`src/rtl/bsc_pkg.sv`:
```
package bsc_pkg;
  typedef enum logic [1:0] {
    ST_RESET = 2'd0,
    ST_RUN   = 2'd1,
    ST_PAUSE = 2'd3
  } op_state_t;

  localparam int A_STATE = 0;
  localparam int A_SWRST = 1;
  localparam int A_EVENT = 2;
  localparam int A_ERROR = 3;
  localparam int A_IRQEN = 4;
endpackage

```
`src/rtl/bsc_state_seq.sv`:
```
module bsc_state_seq
  import bsc_pkg::*;
#(
  parameter int LAT = 6
) (
  input  logic       clk,
  input  logic       rst,
  input  logic       sw_rst,
  input  logic       req_we,
  input  logic [1:0] req_val,
  output op_state_t  state,
  output logic       valid
);
  localparam int CW = $clog2(LAT + 1);

  op_state_t tgt;
  logic [CW-1:0] cnt;

  always_ff @(posedge clk) begin
    if (rst || sw_rst) begin
      state <= ST_RESET;
      tgt   <= ST_RESET;
      valid <= 1'b1;
      cnt   <= '0;
    end else if (valid && req_we) begin
      tgt   <= (req_val == 2'd2) ? ST_RESET : op_state_t'(req_val);
      valid <= 1'b0;
      cnt   <= CW'(LAT - 1);
    end else if (!valid) begin
      if (cnt == '0) begin
        state <= tgt;
        valid <= 1'b1;
      end else begin
        cnt <= cnt - 1'b1;
      end
    end
  end

  // state is frozen and stays invalid until the countdown ends
  p_hold_busy_r2: assert property (@(posedge clk) disable iff (rst)
    (!valid && !sw_rst && cnt != '0) |=> ($stable(state) && !valid));
  // requests during a transition do not alter the pending target
  p_busy_ignore_r3: assert property (@(posedge clk) disable iff (rst)
    (!valid && req_we && !sw_rst) |=> $stable(tgt));
  // the undefined code never becomes the current state
  p_no_code2_r4: assert property (@(posedge clk) disable iff (rst)
    state != 2'd2);
  // soft reset lands immediately in a valid reset state
  p_swrst_r5: assert property (@(posedge clk) disable iff (rst)
    sw_rst |=> (state == ST_RESET && valid));
endmodule

```
`src/rtl/bsc_flag_bank.sv`:
```
module bsc_flag_bank #(
  parameter int DW = 16,
  parameter logic [DW-1:0] MASK = '1
) (
  input  logic          clk,
  input  logic          rst,
  input  logic          sw_clr,
  input  logic [DW-1:0] set,
  input  logic          clr_we,
  input  logic [DW-1:0] clr_data,
  output logic [DW-1:0] flags
);
  logic [DW-1:0] clr_vec;
  assign clr_vec = clr_we ? clr_data : '0;

  always_ff @(posedge clk) begin
    if (rst || sw_clr) flags <= '0;
    else flags <= ((flags & ~clr_vec) | set) & MASK;
  end

  // an incoming event is never lost, even against a clear
  p_set_kept_r6: assert property (@(posedge clk) disable iff (rst)
    (!sw_clr && |(set & MASK)) |=> ((flags & $past(set & MASK)) == $past(set & MASK)));
  // bits outside the mask never read as set
  p_masked_r7: assert property (@(posedge clk) disable iff (rst)
    (flags & ~MASK) == '0);
  // a one written clears the bit unless a new event arrives
  p_w1c_r6: assert property (@(posedge clk) disable iff (rst)
    clr_we |=> ((flags & $past(clr_data & ~set)) == '0));
endmodule

```
`src/rtl/bus_state_ctrl.sv`:
```
module bus_state_ctrl
  import bsc_pkg::*;
#(
  parameter int DW = 16,
  parameter int AW = 3,
  parameter int IF_CYC = 3,
  parameter int CORE_CYC = 3,
  parameter logic [DW-1:0] ERR_MASK = 'h7C
) (
  input  logic          clk,
  input  logic          rst,
  input  logic          reg_wr,
  input  logic          reg_rd,
  input  logic [AW-1:0] reg_addr,
  input  logic [DW-1:0] reg_wdata,
  output logic [DW-1:0] reg_rdata,
  input  logic [3:0]    ev_op,
  input  logic [DW-1:0] err_set,
  input  logic          bus_err,
  input  logic          eng_idle,
  output logic          eng_run,
  output logic          irq
);
  localparam int LAT = IF_CYC + CORE_CYC;
  localparam logic [DW-1:0] OP_MASK = {{(DW-12){1'b0}}, 12'hF00};
  localparam logic [DW-1:0] EN_MASK = OP_MASK | ERR_MASK;

  logic wr_state, sw_rst, wr_ev, wr_err, wr_en;
  assign wr_state = reg_wr && (reg_addr == AW'(A_STATE));
  assign sw_rst   = reg_wr && (reg_addr == AW'(A_SWRST)) && reg_wdata[0];
  assign wr_ev    = reg_wr && (reg_addr == AW'(A_EVENT));
  assign wr_err   = reg_wr && (reg_addr == AW'(A_ERROR));
  assign wr_en    = reg_wr && (reg_addr == AW'(A_IRQEN));

  op_state_t st;
  logic st_valid;

  bsc_state_seq #(.LAT(LAT)) u_seq (
    .clk(clk), .rst(rst), .sw_rst(sw_rst),
    .req_we(wr_state), .req_val(reg_wdata[1:0]),
    .state(st), .valid(st_valid)
  );

  logic [DW-1:0] op_flags, err_flags, irq_en;
  logic [DW-1:0] op_set;
  assign op_set = {{(DW-12){1'b0}}, ev_op, 8'h00};

  bsc_flag_bank #(.DW(DW), .MASK(OP_MASK)) u_ev (
    .clk(clk), .rst(rst), .sw_clr(sw_rst), .set(op_set),
    .clr_we(wr_ev), .clr_data(reg_wdata), .flags(op_flags)
  );

  bsc_flag_bank #(.DW(DW), .MASK(ERR_MASK)) u_err (
    .clk(clk), .rst(rst), .sw_clr(sw_rst), .set(err_set),
    .clr_we(wr_err), .clr_data(reg_wdata), .flags(err_flags)
  );

  logic bus_pend, rst_req_ok;
  assign rst_req_ok = wr_state && st_valid && (reg_wdata[1:0] == 2'd0 || reg_wdata[1:0] == 2'd2);

  always_ff @(posedge clk) begin
    if (rst || sw_rst) bus_pend <= 1'b0;
    else if (bus_err) bus_pend <= 1'b1;
    else if (rst_req_ok) bus_pend <= 1'b0;
  end

  always_ff @(posedge clk) begin
    if (rst) irq_en <= '0;
    else if (wr_en) irq_en <= reg_wdata & EN_MASK;
  end

  logic ready;
  assign ready   = st_valid && eng_idle;
  assign eng_run = st_valid && (st == ST_RUN);
  assign irq     = (|(op_flags & irq_en)) || (|(err_flags & irq_en)) || bus_pend;

  always_ff @(posedge clk) begin
    if (rst) reg_rdata <= '0;
    else if (reg_rd) begin
      case (reg_addr)
        AW'(A_STATE): reg_rdata <= {{(DW-5){1'b0}}, ready, bus_pend, st_valid, st};
        AW'(A_EVENT): reg_rdata <= op_flags;
        AW'(A_ERROR): reg_rdata <= err_flags;
        AW'(A_IRQEN): reg_rdata <= irq_en;
        default:      reg_rdata <= '0;
      endcase
    end
  end

  // soft reset drops the interrupt on the next cycle
  p_irq_swrst_r5: assert property (@(posedge clk) disable iff (rst)
    sw_rst |=> !irq);
  // pause keeps the engine from fetching
  p_pause_hold_r11: assert property (@(posedge clk) disable iff (rst)
    (st == ST_PAUSE) |-> !eng_run);
  // a bus error pulse always raises the interrupt next cycle
  p_buserr_irq_r9: assert property (@(posedge clk) disable iff (rst)
    (bus_err && !sw_rst) |=> irq);
endmodule

```
`config.mk`:
```
export PLATFORM = sky130hd
export DESIGN_NAME = bus_state_ctrl
export DESIGN_NICKNAME = d
export VERILOG_FILES = /design/src/rtl/bsc_pkg.sv /design/src/rtl/bsc_state_seq.sv /design/src/rtl/bsc_flag_bank.sv /design/src/rtl/bus_state_ctrl.sv
export SDC_FILE = /design/constraint.sdc
export NUM_CORES = 1
export LEC_CHECK = 0
export CAP_MARGIN = 20
export CELL_PAD_IN_SITES_DETAIL_PLACEMENT = 0
export CELL_PAD_IN_SITES_GLOBAL_PLACEMENT = 1
export CORE_MARGIN = 5
export CORE_UTILIZATION = 34
export CTS_BUF_LIST = sky130_fd_sc_hd__clkbuf_2 sky130_fd_sc_hd__clkbuf_4 sky130_fd_sc_hd__clkbuf_8
export DETAILED_ROUTE_END_ITERATION = 7
export PLACE_DENSITY = 0.8
export SYNTH_ARGS = -nofsm -noshare
export SYNTH_HDL_FRONTEND = slang
export SYNTH_SLANG_ARGS = --single-unit
```
`constraint.sdc`:
```
create_clock -name clk -period 1.7 [get_ports clk]
set_input_delay 0.17 -clock clk [delete_from_list [all_inputs] [get_ports clk]]
set_output_delay 0.17 -clock clk [all_outputs]
set_load 0.02 [all_outputs]
```
==> run summary <==
The run finished with clean final reports. The critical path start-end classification is register to output port. The overall overflow remaining after global route came out at 0.

The max-slew violation count came out at 0. Traced cell by cell, the critical path runs through nand2_1 > nor2_1 > clkdlybuf4s50_1. 0 antenna diodes ended up in the layout. The floorplan step set the die width to 83.15 um.

Sequential cells were found to cover a little over two fifths of the synthesized design area. The global-route total usage across every layer is between 10% and 20%. During synthesis, Yosys emitted a total of 0 warnings.

The area growth from synthesis to final layout came out at 36.11%. In this run the tool buffered the top-level ports with 41 buffer cells. The number of standard cells after synthesis came out at 210. The total number of clock tree sinks came out at 38. The share of cells above drive strength 1 came out at 11.79%. Among all stages on the critical path, the largest delay is contributed by sky130_fd_sc_hd__clkdlybuf4s50_1. The number of H-tree levels is 2.

The worst register-to-register path ends at u_seq.cnt[1]. The filler cell count is ~560. The mean number of vias per cell came out at 4.856. The maximum number of pins on one net before global-route repair is 23. The count of max-cap constraint violations is 0. The final non-filler cell area came out at 2476 um^2. STA classifies the critical path startpoint as a register.

The first detailed-routing pass ran for 4 iterations. For flop-to-flop paths, the worst setup slack is 0.30 ns. The number of stages on the worst hold path came out at 3.

The data required time of the worst path came out at around 1.5 ns. The cell type with the highest aggregate area in the netlist is sky130_fd_sc_hd__dfxtp_1. Detailed routing inserted a total of about 1,600 vias.

The worst stage delay on the critical path came out at 0.61 ns. The via count of the first global-routing pass came out at 1,659. The post-route clock skew came out at 0.006632 ns.

The clock edge transition at the registers on the reported setup and hold paths is 0.07 ns. The worst hold path begins at reg_wdata[5]. The number of buffers added to fix hold violations after cts is 0. The signal arrival time at the worst endpoint came out at 1.38 ns. The primary flip-flop cell chosen by synthesis mapping is sky130_fd_sc_hd__dfxtp_1.

The post-synthesis async set-or-reset flop share is 0%. The number of nets in the final layout came out at 311. The total cell area at the placement stage came out at between 2000 and 2500 um^2. In this run, synthesis produced a sequential element count of 38. The standard cell core area is 5140 um^2. By instance count, the leading cell after synthesis is sky130_fd_sc_hd__dfxtp_1. The post-detailed-routing wire length came out at 4333 um. The library cell used as clock root buffer is sky130_fd_sc_hd__clkbuf_8.

The worst hold path belongs to the class primary input to register. The initial cell density of the core is about 35%. The die is a little over 80 um tall. The path with the worst hold slack has its endpoint at irq_en[5]. The kind of capture point of the worst setup path is an output port. The global-route wire length before repair is 7679 um. At the later pin of the worst-skew pair, clock insertion delay measures 0.29 ns.

The total of endpoints with negative setup slack in the final report came out at 0. The worst reg-to-reg path cell count is 5. The cell area after synthesis is 1819 um^2. The number of placement rows came out at 26. Prior to clock tree synthesis, the placed netlist has a worst setup slack of 0.001856 ns.

Yosys mapped a number of flops with a built-in enable equal to 0. The startpoint identified for the worst register-to-register timing path is u_seq.cnt[0]. The detail-routed net length per standard cell came out at roughly 13 um. Sorting the synthesized cells by how often they occur yields sky130_fd_sc_hd__dfxtp_1 (38), sky130_fd_sc_hd__nand2_1 (23), sky130_fd_sc_hd__a21oi_1 (22). The last weighted congestion value of the routability-driven placer came out at between 0.8 and 0.9. Setup repair after global routing left no endpoint under its margin. The number of design rule violations left after detail routing is 0. The fraction of the cycle the final worst path needs is 91.05%. The count of cell instances traversed by the critical path is 3. Sorting the synthesized cells by area gives the leading types as sky130_fd_sc_hd__dfxtp_1 (42%), sky130_fd_sc_hd__a21oi_1 (6.1%), sky130_fd_sc_hd__and3b_1 (4.8%), sky130_fd_sc_hd__nand2_1 (4.7%), sky130_fd_sc_hd__a21boi_0 (3.7%). The number of hold violations in the final report came out at 0.

The floorplan die area is 6914 um^2. The most critical setup path has its startpoint at u_seq.state[0]. Setup slack on the critical path of the routed design comes to 0.1521 ns. The power density over cell area is 737.2 nW/um^2. The total leakage power is ~0.93 nW.

For this block, the initial DRC count from the detailed router was between 80 and 90. The critical path buffer and inverter count is 1. The initial antenna violation count is 0. Across the VDD grid, the largest voltage drop is a little over 0.0003 V. The number of buffers created by CTS is 5. The largest buffer count on any clock path came out at 2. In this run the remaining antenna-violating nets after routing total 0. The placed wire-length estimate after detailed placement is 3369 um. Adding up every negative setup slack in the final design gives 0 ns. The mean area per synthesized cell came out at 8.663 um^2.

The shortest period the worst path allows is 1.548 ns. The I/O pin count came out at between 60 and 70. The count of distinct cell types in the synthesized netlist is 38. The clock tree from TritonCTS is built. The largest driver fanout on the critical path came out at 3.

The family of cells with the greatest summed delay on the critical path is buffers and inverters. The top cell type's share of synthesized area came out at 41.82%. For this run, the top clock speed supported by timing is 0.6460 GHz.
[final cells by class]
class	instances	area (um^2)	share of cell area, %
multi-input cells	156	977.2	39.46
clock buffers	6	82.58	3.335
well taps	70	87.58	3.537
repair buffers	59	553.0	22.33
flip-flops and latches	38	760.7	30.72
inverters	4	15.01	0.6064
[worst max-delay path by stage]
stage,endpoint,slack [ns]
final,eng_run,0.15
after global routing,irq,0.08
after CTS,irq,0.01
after detailed placement,u_seq.tgt[1],0.002
after global placement,u_seq.tgt[1],0.003
after floorplan,u_seq.cnt[1],0.43
[through the flow]
step | hold WS [ns] | utilization, % | cells | power, mW
2_1_floorplan | 0.2939 | - | 214 | 1.098
3_3_place_gp | 0.4565 | 46.67 | 327 | 1.240
3_5_place_dp | 0.4596 | 46.67 | 327 | 1.242
4_1_cts | 0.4460 | 48.27 | 333 | 1.855
5_1_grt | 0.4608 | 48.17 | 333 | 1.930
6_report | 0.4536 | 48.17 | 333 | 1.825
[report_power, final]
part	switching [mW]	total (mW)	leakage [nW]	internal [mW]
logic	0.124	0.275	0.574	0.151
clock network	0.294	0.607	0.0431	0.313
registers	0.0221	0.943	0.310	0.921
total	0.440	1.83	0.928	1.39
[sequential cells by signal, indices dropped and copies added (netlist names)]
name and flops:
bus_pend 1, irq_en 9, reg_rdata 11, u_err.flags 5, u_ev.flags 4, u_seq.cnt 3
u_seq.state 2, u_seq.tgt 2, u_seq.valid 1
[worst register-to-register path: cells and delay by family (launching register included)]
kind	cells	cell delay (ns)
buffers and inverters	1	0.07
DFF	1	0.35
AOI/OAI and AO/OA	1	0.19
adders and majority gates	1	0.21
and+or+nand+nor	2	0.50
[cells in the final DEF, fill, tap and decap left out, drive strengths merged]
| cell | instances |
|---|---|
| a211oi | 4 |
| a21boi | 9 |
| a21oi | 22 |
| a221oi | 1 |
| a22o | 1 |
| a22oi | 4 |
| a31o | 1 |
| a31oi | 2 |
| a41oi | 1 |
| and3b | 10 |
| and4b | 2 |
| and4bb | 1 |
| buf | 18 |
| clkbuf | 7 |
| clkdlybuf4s50 | 40 |
| conb | 5 |
| dfxtp | 38 |
| ha | 2 |
| inv | 4 |
| mux2 | 2 |
| mux2i | 3 |
| nand2 | 23 |
| nand2b | 7 |
| nand3 | 4 |
| nand4 | 2 |
| nor2 | 12 |
| nor2b | 6 |
| nor3 | 1 |
| nor3b | 2 |
| nor4bb | 3 |
| o21a | 9 |
| o21ai | 11 |
| o31ai | 1 |
| or3 | 3 |
| or4b | 1 |
| or4bb | 1 |
[metal layers]
metal	wire length, um	part of all wire [%]	global-route usage (%)
met3	208	4.8	3.861
met1	2082	48	17.71
met4	74	1.7	5.795
met5	0	0	0
met2	1968	45	21.06
[logic make-up after synthesis]
kind of cell / Yosys count / synth area share, %
simple gates: 78 / 25.24
fa+ha+maj: 2 / 1.375
mux: 5 / 2.889
buf+inv: 20 / 5.296
flops: 38 / 41.82
compound gates: 66 / 23.18
other cells: 1 / 0.2061
[timing repair]
action / 4_1_cts / 5_1_grt
setup endpoints to repair: 1 / 1
gates resized for setup: 2 / 1
gates cloned: 0 / 0
buffers inserted: 0 / 0
(Power assumes the default switching activity.)
